<file path="src/rtl/uart_tx_pkg.sv">
package uart_tx_pkg;
   typedef enum logic [1:0] {
      TX_IDLE  = 2'd0,
      TX_LOAD  = 2'd1,
      TX_SHIFT = 2'd2
   } tx_state_e;
endpackage

</file>
<file path="src/rtl/tx_baud_div.sv">
module tx_baud_div #(
   parameter int OVERSAMPLE = 16
) (
   input  logic clk,
   input  logic rst_n,
   input  logic clear,
   output logic tick
);
   localparam int CNT_W = (OVERSAMPLE > 1) ? $clog2(OVERSAMPLE) : 1;
   localparam logic [CNT_W-1:0] LAST = CNT_W'(OVERSAMPLE - 1);

   logic [CNT_W-1:0] cnt_q;

   initial begin
      assert (OVERSAMPLE >= 2) else $error("OVERSAMPLE must be at least 2");
   end

   always_ff @(posedge clk or negedge rst_n) begin
      if (!rst_n)          cnt_q <= '0;
      else if (clear)      cnt_q <= '0;
      else if (cnt_q == LAST) cnt_q <= '0;
      else                 cnt_q <= cnt_q + 1'b1;
   end

   assign tick = !clear && (cnt_q == LAST);

   // bit periods never collapse into back-to-back ticks
   a_r3_tick_spacing: assert property (@(posedge clk) disable iff (!rst_n)
      tick |=> !tick);
endmodule

</file>
<file path="src/rtl/tx_hold_latch.sv">
module tx_hold_latch #(
   parameter int DATA_W = 8
) (
   input  logic              clk,
   input  logic              rst_n,
   input  logic              wr_stb,
   input  logic [DATA_W-1:0] wr_data,
   input  logic              take,
   output logic [DATA_W-1:0] hold_q,
   output logic              full
);
   always_ff @(posedge clk or negedge rst_n) begin
      if (!rst_n) begin
         hold_q <= '0;
         full   <= 1'b0;
      end else if (take) begin
         full <= 1'b0;
      end else if (wr_stb && !full) begin
         hold_q <= wr_data;
         full   <= 1'b1;
      end
   end

   a_r7_capture_sets_full: assert property (@(posedge clk) disable iff (!rst_n)
      (wr_stb && !full) |=> full);

   a_r9_full_write_ignored: assert property (@(posedge clk) disable iff (!rst_n)
      (wr_stb && full) |=> $stable(hold_q));

   a_r8_take_empties: assert property (@(posedge clk) disable iff (!rst_n)
      take |=> !full);
endmodule

</file>
<file path="src/rtl/tx_frame_shift.sv">
module tx_frame_shift
   import uart_tx_pkg::*;
#(
   parameter int DATA_W         = 8,
   parameter int STOP_BITS      = 1,
   parameter bit PARITY_SUPPORT = 1'b1
) (
   input  logic              clk,
   input  logic              rst_n,
   input  logic              hold_full,
   input  logic [DATA_W-1:0] hold_q,
   input  logic              par_en,
   input  logic              par_odd,
   input  logic              tick,
   output logic              take,
   output logic              div_clear,
   output logic              txd
);
   localparam int FW    = 1 + DATA_W + 1 + STOP_BITS;
   localparam int CNT_W = $clog2(FW + 1);

   tx_state_e        state_q;
   logic [FW-1:0]    shreg_q;
   logic [FW-1:0]    frame_d;
   logic [CNT_W-1:0] bitcnt_q;
   logic [CNT_W-1:0] last_q;
   logic [CNT_W-1:0] last_d;
   logic             use_par;
   logic             par_bit;

   initial begin
      assert (STOP_BITS >= 1 && STOP_BITS <= 2) else $error("STOP_BITS must be 1 or 2");
   end

   generate
      if (PARITY_SUPPORT) begin : g_parity
         assign use_par = par_en;
         assign par_bit = (^hold_q) ^ par_odd;
      end else begin : g_no_parity
         logic unused_cfg;
         assign unused_cfg = par_en ^ par_odd;
         assign use_par = 1'b0;
         assign par_bit = 1'b0;
      end
   endgenerate

   always_comb begin
      frame_d             = '1;
      frame_d[0]          = 1'b0;
      frame_d[DATA_W:1]   = hold_q;
      if (use_par) frame_d[DATA_W+1] = par_bit;
      last_d = use_par ? CNT_W'(FW - 1) : CNT_W'(FW - 2);
   end

   always_ff @(posedge clk or negedge rst_n) begin
      if (!rst_n) begin
         state_q  <= TX_IDLE;
         shreg_q  <= '1;
         bitcnt_q <= '0;
         last_q   <= '0;
      end else begin
         unique case (state_q)
            TX_IDLE: if (hold_full) state_q <= TX_LOAD;
            TX_LOAD: begin
               shreg_q  <= frame_d;
               bitcnt_q <= '0;
               last_q   <= last_d;
               state_q  <= TX_SHIFT;
            end
            TX_SHIFT: if (tick) begin
               if (bitcnt_q == last_q) begin
                  state_q <= TX_IDLE;
               end else begin
                  shreg_q  <= {1'b1, shreg_q[FW-1:1]};
                  bitcnt_q <= bitcnt_q + 1'b1;
               end
            end
            default: state_q <= TX_IDLE;
         endcase
      end
   end

   assign take      = (state_q == TX_LOAD);
   assign div_clear = (state_q != TX_SHIFT);
   assign txd       = (state_q == TX_SHIFT) ? shreg_q[0] : 1'b1;

   a_r1_line_high_when_idle: assert property (@(posedge clk) disable iff (!rst_n)
      (state_q != TX_SHIFT) |-> txd);

   a_r2_start_follows_load: assert property (@(posedge clk) disable iff (!rst_n)
      (state_q == TX_LOAD) |=> (state_q == TX_SHIFT && !txd));

   a_r2_last_bit_is_stop: assert property (@(posedge clk) disable iff (!rst_n)
      (state_q == TX_SHIFT && tick && bitcnt_q == last_q) |-> txd);

   a_r10_no_idle_to_shift: assert property (@(posedge clk) disable iff (!rst_n)
      (state_q == TX_IDLE) |=> (state_q != TX_SHIFT));
endmodule

</file>
<file path="src/rtl/uart_frame_tx.sv">
module uart_frame_tx #(
   parameter int DATA_W         = 8,
   parameter int OVERSAMPLE     = 16,
   parameter int STOP_BITS      = 1,
   parameter bit PARITY_SUPPORT = 1'b1
) (
   input  logic              clk16,
   input  logic              rst_n,
   input  logic [DATA_W-1:0] wr_data,
   input  logic              wr_stb,
   input  logic              par_en,
   input  logic              par_odd,
   output logic              txd,
   output logic              hold_empty
);
   logic              take;
   logic              div_clear;
   logic              tick;
   logic              full;
   logic [DATA_W-1:0] hold_q;

   initial begin
      assert (DATA_W >= 5 && DATA_W <= 8) else $error("DATA_W must be 5..8");
   end

   tx_hold_latch #(.DATA_W(DATA_W)) i_latch (
      .clk(clk16), .rst_n(rst_n), .wr_stb(wr_stb), .wr_data(wr_data),
      .take(take), .hold_q(hold_q), .full(full)
   );

   tx_baud_div #(.OVERSAMPLE(OVERSAMPLE)) i_div (
      .clk(clk16), .rst_n(rst_n), .clear(div_clear), .tick(tick)
   );

   tx_frame_shift #(
      .DATA_W(DATA_W), .STOP_BITS(STOP_BITS), .PARITY_SUPPORT(PARITY_SUPPORT)
   ) i_shift (
      .clk(clk16), .rst_n(rst_n), .hold_full(full), .hold_q(hold_q),
      .par_en(par_en), .par_odd(par_odd), .tick(tick),
      .take(take), .div_clear(div_clear), .txd(txd)
   );

   assign hold_empty = !full;

   a_r8_empty_with_start: assert property (@(posedge clk16) disable iff (!rst_n)
      take |=> (hold_empty && !txd));
endmodule

</file>
<file path="config.mk">
export PLATFORM = sky130hd
export DESIGN_NAME = uart_frame_tx
export DESIGN_NICKNAME = d
export VERILOG_FILES = /design/src/rtl/uart_tx_pkg.sv /design/src/rtl/tx_baud_div.sv /design/src/rtl/tx_hold_latch.sv /design/src/rtl/tx_frame_shift.sv /design/src/rtl/uart_frame_tx.sv
export SDC_FILE = /design/constraint.sdc
export NUM_CORES = 1
export LEC_CHECK = 0
export ABC_AREA = 1
export BUFFER_PORTS_ARGS = -buffer_cell sky130_fd_sc_hd__buf_2
export CAP_MARGIN = 20
export CELL_PAD_IN_SITES_DETAIL_PLACEMENT = 0
export CELL_PAD_IN_SITES_GLOBAL_PLACEMENT = 1
export CORE_ASPECT_RATIO = 1.4
export CORE_MARGIN = 1
export CORE_UTILIZATION = 25
export CTS_CLUSTER_DIAMETER = 100
export CTS_CLUSTER_SIZE = 24
export DETAILED_ROUTE_END_ITERATION = 7
export PLACE_DENSITY_LB_ADDON = 0.3
export SLEW_MARGIN = 10
export SYNTH_ARGS = -nofsm -noshare
export SYNTH_HDL_FRONTEND = slang
export SYNTH_SLANG_ARGS = --single-unit
</file>
<file path="constraint.sdc">
create_clock -name clk16 -period 4.3 [get_ports clk16]
set_input_delay 0.215 -clock clk16 [delete_from_list [all_inputs] [get_ports clk16]]
set_output_delay 0.215 -clock clk16 [all_outputs]
set_load 0.005 [all_outputs]
</file>
# After elaboration in Yosys (flattened, before gate mapping)
# Index checks and enable logic that the tools add are counted.
# word_totals
ff_bits	34
inputBits	13
elab_cells	48
# classes
n_addsub	2
eq_ne	9
mux	17
n_bitwise	2
reduce_logical	11
# op_table
operator	count
two-way mux 11 bit	2
one-hot mux 11 bit (2 select lines)	1
two-way mux 4 bit	4
adder 4 x 1 -> 4 bit (second input constant)	2
two-way mux 2 bit	4
!= test 2 bit (second input constant)	4
one-hot mux 4 bit (2 select lines)	1
XOR reduction 8 bit	1
one-hot mux 2 bit (3 select lines)	1
AND reduction 3 bit	2
== test 4 bit	1
== test 4 bit (second input constant)	1
two-way mux 1 bit	4
nonzero test 2 bit	2
== test 2 x 1 -> 1 bit (second input constant)	1
== test 2 bit (second input constant)	1
logical AND 1 bit	2
logical NOT 1 bit	2
logical NOT 2 bit	1
!= test 2 x 1 -> 1 bit (second input constant)	1
AND reduction 2 bit	1
inverter 1 bit	1
XOR 1 bit	1

# Logic depth before layout (Yosys ltp)
# Gate-level depths: netlist of the first run.
# depth
ltp_word	5
ltp_mapped	11

# Cells and area by module
# Synthesis of the first run repeated with hierarchy kept, for this count alone.
# unflattened
cells_unflattened	208
hier_area_um2	1719.1
# modules_own_cells
mod	n_inst	cells_per_inst	area_per_inst_um2	seq_area_each_um2
tx_frame_shift	1	149	1173.6	488.0
tx_hold_latch	1	38	360.3	225.2
tx_baud_div	1	20	181.4	100.1
uart_frame_tx	1	1	3.8	0.0

# Worst setup path before layout of the first run
# OpenSTA, ideal clock, no wires.
# synth_path
path_kind	reg2reg
start	register i_shift.state_q[0]
end	register i_shift.state_q[1]
t_arrival_ns	1.294
required_time_ns	4.235
path_slack_ns	2.941
stages_incl_launch_ff	8
path_buffers	1
path_cell_list	dfrtp_1 > inv_1 > ha_1 > clkbuf_1 > nand2_1 > nand3_1 > nand2_1 > nand2_1
# synth_via
elab_chain_len	5
# synth_lines
item	line_no	rtl
start: declaration	tx_frame_shift.sv:22	tx_state_e state_q;
start signal: assignment	tx_frame_shift.sv:57	state_q <= TX_IDLE;
start signal: assignment	tx_frame_shift.sv:63	TX_IDLE: if (hold_full) state_q <= TX_LOAD;
start signal: assignment	tx_frame_shift.sv:68	state_q <= TX_SHIFT;
!= test 2 bit	tx_frame_shift.sv:84	assign div_clear = (state_q != TX_SHIFT);
logical NOT 1 bit	tx_baud_div.sv:25	assign tick = !clear && (cnt_q == LAST);
logical AND 1 bit	tx_baud_div.sv:25	
!= test 2 bit (no source line)	n/a	
AND reduction 3 bit (no source line)	n/a	
# Several ways; a longest one is shown, not always the timed one.
# A chain may end at the register's enable or synchronous reset.

# Worst setup path in the final report of the first run
# layout_path
start	register i_shift.state_q[0]
end	output txd
# layout_via
elab_chain_len	2
# layout_lines
item	line_no	rtl
== test 2 bit	tx_frame_shift.sv:85	assign txd = (state_q == TX_SHIFT) ? shreg_q[0] : 1'b1;
two-way mux 1 bit	tx_frame_shift.sv:85	
end: declaration	uart_frame_tx.sv:13	output logic txd,
# No other way between the ends.

==> results.yml, run 1 <==
run_status:
  status: "complete, but fails checks"
  violations: "hold timing"
global_routing:
  overflow: 0
  grt_max_degree: 33
  globalRouteTotalUtil: 0.110
  antenna_found_initial: 0
  grt_first_pass_wirelength_um: 5820
  first_global_vias: 1253
floorplanning:
  die_h_um: 99.3
  core_sq_um: 6570
  floorplan.initialDensity: 0.258
  die_w_um: 71.5
  pin_count: 15
  die_area_sq_um: 7100
  fp-row-count: 35
cells_and_area:
  num-nets-final: 250
  area_delta_synth_final_pct: 13.9
  multi_input_area_sq_um: 738
  regArea_sq_um: 813
  final_common_cell: "nand2_1"
  antenna_cells: 0
  final_cell_mix: "82 x nand2_1, 25 x inv_1, 22 x dfrtp_1, 16 x nor2_1, 14 x buf_2"
  fillers: 725
  layout-drive-gt1-share: 0.190
timing:
  maxSlewViolCount: 0
  setup_viol: 0
  max-slew-margin-rel: 0.454
  worst_pin_slew_ns: 0.819
  setup_slack_ns: 1.91
  finalCriticalPeriod_ns: 2.39
  fin_skew_ns: 0.0111
  period_share: 0.555
  finalHoldViolCount: 10
  fin_setup_tns_ns: 0
  rsz0062_at_grt: "no"
  fmax_mhz: 419
  hold_slack_ns: -0.0242
detailed_routing:
  postRouteAntennaNets: 0
  first_pass_iters: 4
  totalWireLength_um: 3390
  wl_met1_um: 1520
  wl_met2_um: 1640
  drc: 0
  vias: 1302
  drt_iter0_drc: 50
  top_layer: "met4"
  wl_per_cell_um: 11.1
  vias_per_cell: 4.25
  wl_met3_um: 155
placed_design:
  dp_hpwl_um: 2510
  pre_cts_slack_ns: 2.16
  gp_congestion: 0.703
  port-buffer-count: 14
synthesis:
  ys_ff_latch: 32
  yosysWarnings: 0
  synthesis.nets: 234
  syn_avg_cell_area_sq_um: 7.87
  synth_compound_area_frac: 0.0806
  ys_types: 25
  synth_top_family_by_area: "simple AND/OR/NAND/NOR gates"
  yosys-mux-area-fraction: 0.0133
  synth-adder-area-share: 0.0444
  synth_seq_area_share: 0.481
  synth_xor_area_frac: 0.0259
  synth-simple-area-share: 0.272
  synthesis.area_sq_um: 1690
  synthCells: 215
cts:
  clockBufferDepth: 2
  postCtsResizedCells: 0
  cts_tree: "built"
  path_clk_slew_ns: 0.07
  h-tree-depth: 2
  holdBufCountCts: 0
  postCtsSetupRepairBufs: 0
  clock_sinks: 32
  ctsRootBufferMaster: "clkbuf_8"
  clk_latency_ns: 0.29
  numCtsBuffers: 5
pwr:
  p_int_uw: 850
  switchingPower_uw: 589
  p_seq_frac: 0.371
  ir_drop_mv: 0.168
  power_density_nw_per_um2: 747
  swShare: 0.409
  p_leak_nw: 0.998
  comb_power_share: 0.431
  clkPwrFrac: 0.199
setup_path:
  worstSetupPathType: "reg -> out"
  crit_fanout: 24
  cp-start-kind: "flop"
  end_kind: "primary output"
  crit_arrival_ns: 2.17
  crit_required_ns: 4.09
min_path:
  hold_path.class: "in -> async"
run:
  maxCapViolCount: 0
==> power groups by stage <==
| stage | clock network, mW | registers (mW) | logic [mW] |
|---|---|---|---|
| after global placement | 0 | 0.541 | 0.631 |
| after CTS | 0.297 | 0.536 | 0.644 |
| after floorplan | 0 | 0.518 | 0.537 |
| after detailed placement | 0 | 0.541 | 0.641 |
| after global routing | 0.312 | 0.555 | 0.734 |
| final | 0.286 | 0.533 | 0.620 |
==> cell families after synthesis <==
kind of cell | Yosys count
buf+inv | 33
fa+ha+maj | 6
simple gates | 113
flops | 32
mux | 2
xor+xnor | 5
compound gates | 24
==> critical path, stage by stage (launching register included) <==
cell	delay, ns
dfrtp_1	0.40
inv_1	0.11
ha_1	0.70
inv_1	0.23
or2_2	0.32
buf_2	0.13
==> area by class of cell <==
type,instances,share of cell area
multi-input cells,150,0.383
inverters,28,0.0545
clock inverters,2,0.0182
clock buffers,6,0.0377
well taps,74,0.0481
flip-flops and latches,32,0.422
repair buffers,14,0.0364
==> stage by stage <==
step | power, mW | instance area (sq um) | hold slack, ns | instances | util
after floorplan | 1.05 | 1690 | -0.0806 | 215 | -
after global placement | 1.17 | 1820 | 0.329 | 298 | 0.277
after detailed placement | 1.18 | 1820 | 0.322 | 298 | 0.277
after CTS | 1.48 | 1930 | 0.00778 | 306 | 0.293
after global routing | 1.60 | 1930 | 0.0302 | 306 | 0.293
final | 1.44 | 1930 | -0.0242 | 306 | 0.293
==> cell usage after synthesis, drive strengths merged <==
cell,count,area share
ha,6,0.044
inv,28,0.062
xnor2,2,0.010
nand3,8,0.024
buf,3,0.016
a21oi,9,0.027
o21ai,13,0.043
nor2,16,0.036
a21boi,1,0.0067
nor3,1,0.0059
dfrtp,22,0.33
o21bai,1,0.0044
or2,1,0.0037
xor2,3,0.016
dfstp,10,0.16
nand2,85,0.20
nand4,2,0.0074
clkbuf,2,0.0044
mux2,2,0.013
==> final timing paths <==
path	depth (start not counted)	endpoint	slack [ns]	from
setup / recovery	5	txd	1.91	i_shift.state_q[0]$_DFFE_PN0P_
hold / removal	1	i_latch.hold_q[5]$_DFFE_PN0P_	-0.02	rst_n
setup reg to reg	7	i_shift.bitcnt_q[3]$_DFFE_PN0P_	2.30	i_shift.state_q[0]$_DFFE_PN0P_
hold reg to reg	1	i_div.cnt_q[0]$_DFF_PN0_	0.46	i_div.cnt_q[0]$_DFF_PN0_
max in group asynchronous	1	i_shift.state_q[0]$_DFFE_PN0P_	3.83	rst_n
min in group clk16	2	i_latch.hold_q[0]$_DFFE_PN0P_	0.16	wr_data[0]
==> state kept, by name, summed over array words and instances, names as in the netlist <==
register,cells
i_div.cnt_q,4
i_latch.full,1
i_latch.hold_q,8
i_shift.bitcnt_q,4
i_shift.last_q,3
i_shift.shreg_q,10
i_shift.state_q,2
==> per-layer routing <==
metal | track usage | up-vias
met2 | 0.192 | 20
met5 | 0 | -
met1 | 0.120 | 585
met4 | 0.0543 | 0
met3 | 0.0355 | 6
li1 | - | 691
(Power assumes the default switching activity.)
==> inputs of run 2 (changes only) <==
clock period = 2.3 ns   (was 4.3 ns; I/O delays follow)
==> run 2 against run 1 <==
The flow now finishes without violations. Sequential share of layout area fell by 0.54 points. Flip-flop and latch count is the same. Hold slack better by 0.099 ns. Clock skew decreased by 0.00097 ns. Register-to-register slack worse by 1.8 ns. Combinational power increased by 92%. Clock power is 87% higher. Sequential power is 87% higher. Critical endpoint unchanged. Global-route usage is 0.68 points higher. Final cell count up 0.98%. Count of clock-buffer cells in the layout is the same.
==> results.yml, run 2 (synthesis results as in run 1) <==
cts:
  cts_tree: "built"
  postCtsSetupRepairBufs: 0
  clockBufferDepth: 2
  clk_latency_ns: 0.29
  numCtsBuffers: 5
  clock_sinks: 32
  ctsRootBufferMaster: "clkbuf_8"
  h-tree-depth: 2
  postCtsResizedCells: 0
  path_clk_slew_ns: 0.07
global_routing:
  grt_max_degree: 33
  grt_util_met3: 0.0314
  first_global_vias: 1379
  use_met1: 0.140
  globalRouteTotalUtil: 0.117
  antenna_found_initial: 0
  grt.met2_usage: 0.193
  gr-max-usage-layer: "met2"
  grt_first_pass_wirelength_um: 6390
  overflow: 0
cells_and_area:
  regMostFlops: "i_shift.shreg_q"
  fin_cells: 309
  num-nets-final: 253
  final_cell_mix: "82 x nand2_1, 25 x inv_1, 22 x dfrtp_1, 16 x nor2_1, 14 x buf_2"
  antenna_cells: 0
  final_common_cell: "nand2_1"
  area_delta_synth_final_pct: 15.4
  layout-drive-gt1-share: 0.196
  utilization: 0.297
  stdcell_area_sq_um: 1950
  largest_register_ffs: 10
  reg_top3: "i_shift.shreg_q: 10 flops, i_latch.hold_q: 8 flops"
pwr:
  p_leak_nw: 1.01
  comb_power_share: 0.438
  swShare: 0.412
  p_seq_frac: 0.366
  p_total_mw: 2.73
  ir_drop_mv: 0.444
  p_int_mw: 1.61
  power_density_nw_per_um2: 1400
  switchingPower_mw: 1.12
  clkPwrFrac: 0.197
timing:
  worst_pin_slew_ns: 0.747
  fmax_mhz: 542
  max-slew-margin-rel: 0.502
  finalHoldViolCount: 0
  finalCriticalPeriod_ns: 1.84
  rsz0062_at_grt: "no"
  fin_skew_ns: 0.0101
  setup_slack_ns: 0.456
  period_share: 0.802
  hold_slack_ns: 0.0752
  fin_setup_tns_ns: 0
  setup_viol: 0
  maxSlewViolCount: 0
run_status:
  status: "finished, final reports clean"
placed_design:
  dp_cells: 300
  port-buffer-count: 14
  dp_hpwl_um: 2620
  pre_cts_slack_ns: 0.463
  gp_congestion: 0.701
  placed_area_sq_um: 1830
detailed_routing:
  first_pass_iters: 4
  vias_per_cell: 4.35
  drt_iter0_drc: 50
  postRouteAntennaNets: 0
  drc: 0
  vias: 1345
  totalWireLength_um: 3540
  wl_per_cell_um: 11.5
floorplanning:
  pin_count: 15
  die_h_um: 99.3
  core_sq_um: 6570
  die_w_um: 71.5
  fp-row-count: 35
  die_area_sq_um: 7100
  floorplan.initialDensity: 0.258
setup_path:
  critPathLaunch: "i_shift.state_q[0]$_DFFE_PN0P_"
  end_kind: "primary output"
  worstSetupPathType: "reg -> out"
  worstReg2RegStart: "i_shift.state_q[1]$_DFFE_PN0P_"
  crit_arrival_ns: 1.73
  crit_fanout: 9
  cp-start-kind: "flop"
  crit_required_ns: 2.18
min_path:
  hold_path.class: "in -> reg"
  hp-start: "wr_data[0]"
run:
  maxCapViolCount: 0
## run 2: changes by cell type in the layout (fill, tap and decap cells not counted), sizes merged
cell	previous run	this run
buf	14	16
dlygate4sd3	0	1
## run 2: timing repair
item	CTS	global route
setup endpoints to repair	0	0
endpoints found under the hold margin	22	0
hold buffers	1	0
## run 2: layout make-up
type	count	area, sq um
Fill cell	725	4620
Multi-Input combinational cell	150	738
Sequential cell	32	813
Inverter	28	105
Timing Repair Buffer	17	95.1
Clock inverter	2	35.0
Clock buffer	6	72.6
Tap cell	74	92.6
## run 2: worst max-delay path: stages (launching register included)
cell	delay [ns]
dfrtp_1	0.40
inv_1	0.10
ha_1	0.36
inv_1	0.15
or2_2	0.30
buf_2	0.13
## run 2: path summary, 6_finish.rpt
check | end | slack, ns | depth (start not counted)
setup / recovery | txd | 0.46 | 5
hold / removal | i_latch.hold_q[0]$_DFFE_PN0P_ | 0.08 | 2
setup reg to reg | i_latch.hold_q[0]$_DFFE_PN0P_ | 0.51 | 5
hold reg to reg | i_shift.shreg_q[7]$_DFFE_PN1P_ | 0.47 | 2
max in group asynchronous | i_div.cnt_q[1]$_DFF_PN0_ | 1.38 | 2
min in group asynchronous | i_latch.hold_q[5]$_DFFE_PN0P_ | 0.42 | 2
## run 2: power by group through the flow
stage | clock, mW | sequential, mW | combinational, mW
2_1_floorplan | 0 | 0.969 | 1.00
3_3_place_gp | 0 | 1.01 | 1.20
3_5_place_dp | 0 | 1.01 | 1.22
4_1_cts | 0.556 | 1.00 | 1.23
5_1_grt | 0.579 | 1.03 | 1.43
6_report | 0.536 | 0.998 | 1.19
## run 2: metal layers
metal	wire length (um)	share of wire
met5	0	0
met4	102	0.029
met2	1650	0.47
met3	136	0.038
met1	1650	0.47
==> inputs of run 3 (changes only) <==
clock period = 1.5 ns   (was 2.3 ns; I/O delays follow)
==> run 3 against run 2 <==
Clock skew decreased by 0.00084 ns. Final cell count increased by 3.9%. Combinational power increased by 87%. Sequential share of layout area decreased by 2.7 points. Utilization increased by 2.0 points. Final area increased by 6.8%. Critical path depth increased by 2. First-iteration DRC count increased by 78%. Global-route usage about the same. Die area unchanged. Clock power increased by 37%. Hold slack got worse by 0.055 ns. Critical path type is now reg -> reg.
==> results.yml, run 3 (synthesis results as in run 1) <==
run_status:
  status: "finished, final reports clean"
timing:
  period_share: 0.968
  max-slew-margin-rel: 0.716
  rsz0062_at_grt: "yes"
  maxSlewViolCount: 0
  setup_slack_ns: 0.0484
  worst_pin_slew_ns: 0.426
  fin_skew_ns: 0.00931
  finalHoldViolCount: 0
  setup_viol: 0
  fmax_mhz: 689
  finalCriticalPeriod_ns: 1.45
cells_and_area:
  area_delta_synth_final_pct: 23.2
  largest_register_ffs: 10
  regMostFlops: "i_shift.shreg_q"
  utilization: 0.317
  final_common_cell: "nand2_1"
  antenna_cells: 0
  layout-drive-gt1-share: 0.259
  reg_top3: "i_shift.shreg_q: 10 flops, i_latch.hold_q: 8 flops"
  final_cell_mix: "82 x nand2_1, 22 x inv_1, 22 x dfrtp_1, 16 x nor2_1, 14 x buf_2"
  num-nets-final: 265
  fillers: 720
global_routing:
  overflow: 0
  grt_max_degree: 33
  first_global_vias: 1404
  grt_first_pass_wirelength_um: 6420
  antenna_found_initial: 0
  globalRouteTotalUtil: 0.117
setup_path:
  critPathLaunch: "i_shift.state_q[1]$_DFFE_PN0P_"
  cp-start-kind: "flop"
  path_buf_inv: 2
  cpMaxStageDelayCell: "dfrtp_1"
  worstReg2RegStart: "i_shift.state_q[1]$_DFFE_PN0P_"
  crit_required_ns: 1.66
  crit_cells: 7
  reg2regPathDepth: 7
  crit_family: "flip-flops"
  crit_end: "i_shift.bitcnt_q[0]$_DFFE_PN0P_"
  reg2reg_slack_ns: 0.05
  crit_fanout: 5
  end_kind: "flop"
  crit_chain: "inv_2 > ha_4 > a21boi_4 > nand2_4 > buf_6 > nand2_1 > o21ai_0"
  worstSetupPathType: "reg -> reg"
  r2r-end: "i_shift.bitcnt_q[0]$_DFFE_PN0P_"
  crit_arrival_ns: 1.61
  critPathMaxStageDelay_ns: 0.42
detailed_routing:
  drc: 0
  first_pass_iters: 4
  drt_iter0_drc: 89
  vias_per_cell: 4.24
  wl_per_cell_um: 11.2
  totalWireLength_um: 3590
  postRouteAntennaNets: 0
  vias: 1361
min_path:
  hold_path.class: "in -> reg"
floorplanning:
  fp-row-count: 35
  die_h_um: 99.3
  core_sq_um: 6570
  die_area_sq_um: 7100
  floorplan.initialDensity: 0.258
  die_w_um: 71.5
  pin_count: 15
cts:
  h-tree-depth: 2
  path_clk_slew_ns: 0.07
  cts_tree: "built"
  clk_latency_ns: 0.28
  clockBufferDepth: 2
  numCtsBuffers: 5
  ctsRootBufferMaster: "clkbuf_8"
  clock_sinks: 32
placed_design:
  dp_hpwl_um: 2660
  gp_congestion: 0.694
  port-buffer-count: 14
  pre_cts_slack_ns: 0.0316
pwr:
  ir_drop_mv: 0.641
  power_density_nw_per_um2: 2140
  p_leak_nw: 1.08
run:
  maxCapViolCount: 0
## run 3: layout make-up
cell class | count | area [sq um] | share of cell area
timing repair buffer | 29 | 193 | 0.0924
inverter | 28 | 108 | 0.0516
sequential | 32 | 813 | 0.390
clock buffer | 8 | 100 | 0.0480
multi-input combinational | 150 | 778 | 0.373
tap | 74 | 92.6 | 0.0444
## run 3: worst min-delay path by stage
stage / from / to / slack (ns) / cells after the start
6_report: wr_data[1] / i_latch.hold_q[1]$_DFFE_PN0P_ / 0.02 / 2
5_1_grt: wr_data[1] / i_latch.hold_q[1]$_DFFE_PN0P_ / 0.006 / 2
4_1_cts: wr_data[1] / i_latch.hold_q[1]$_DFFE_PN0P_ / 0.01 / 2
3_5_place_dp: rst_n / i_latch.hold_q[4]$_DFFE_PN0P_ / 0.13 / 2
3_3_place_gp: rst_n / i_latch.hold_q[5]$_DFFE_PN0P_ / 0.14 / 2
2_1_floorplan: rst_n / i_div.cnt_q[0]$_DFF_PN0_ / -0.22 / 0
## run 3: per-layer routing
| layer | global-route usage | up-vias | wire length, um |
|---|---|---|---|
| met5 | 0 | - | 0 |
| met2 | 0.201 | 20 | 1790 |
| met1 | 0.138 | 607 | 1580 |
| met4 | 0.0452 | 0 | 64 |
| li1 | - | 727 | - |
| met3 | 0.0334 | 7 | 151 |
## run 3: power breakdown
part / switching [mW] / internal, mW / leakage (nW) / total [mW]
combinational: 1.28 / 0.938 / 0.654 / 2.22
sequential: 0.210 / 1.30 / 0.372 / 1.51
clock: 0.313 / 0.419 / 0.0515 / 0.732
## run 3: metrics by stage
stage / hold slack [ns] / instances / total power, mW / area (sq um) / setup TNS (ns)
finish: 0.0200 / 321 / 4.46 / 2080 / 0
global route: 0.00587 / 321 / 4.98 / 2080 / -0.131
CTS: 0.0148 / 321 / 4.47 / 2060 / -0.00545
detailed placement: 0.132 / 312 / 3.62 / 1920 / 0
global placement: 0.136 / 312 / 3.62 / 1920 / 0
floorplan: -0.221 / 215 / 3.02 / 1690 / 0
## run 3: repair_timing
action / 4_1_cts / 5_1_grt
pin swaps: 0 / 0
resized for setup: 6 / 6
hold buffers: 1 / 0
endpoints found under the setup margin: 1 / 20
hold endpoints to repair: 22 / 0
setup buffers: 0 / 0
## run 3: worst reg2reg max path, cell delays in order, from the launching register on
cell and delay (ns):
dfrtp_1 0.42, inv_2 0.09, ha_4 0.27, a21boi_4 0.22, nand2_4 0.09, buf_6 0.13
nand2_1 0.04, o21ai_0 0.07
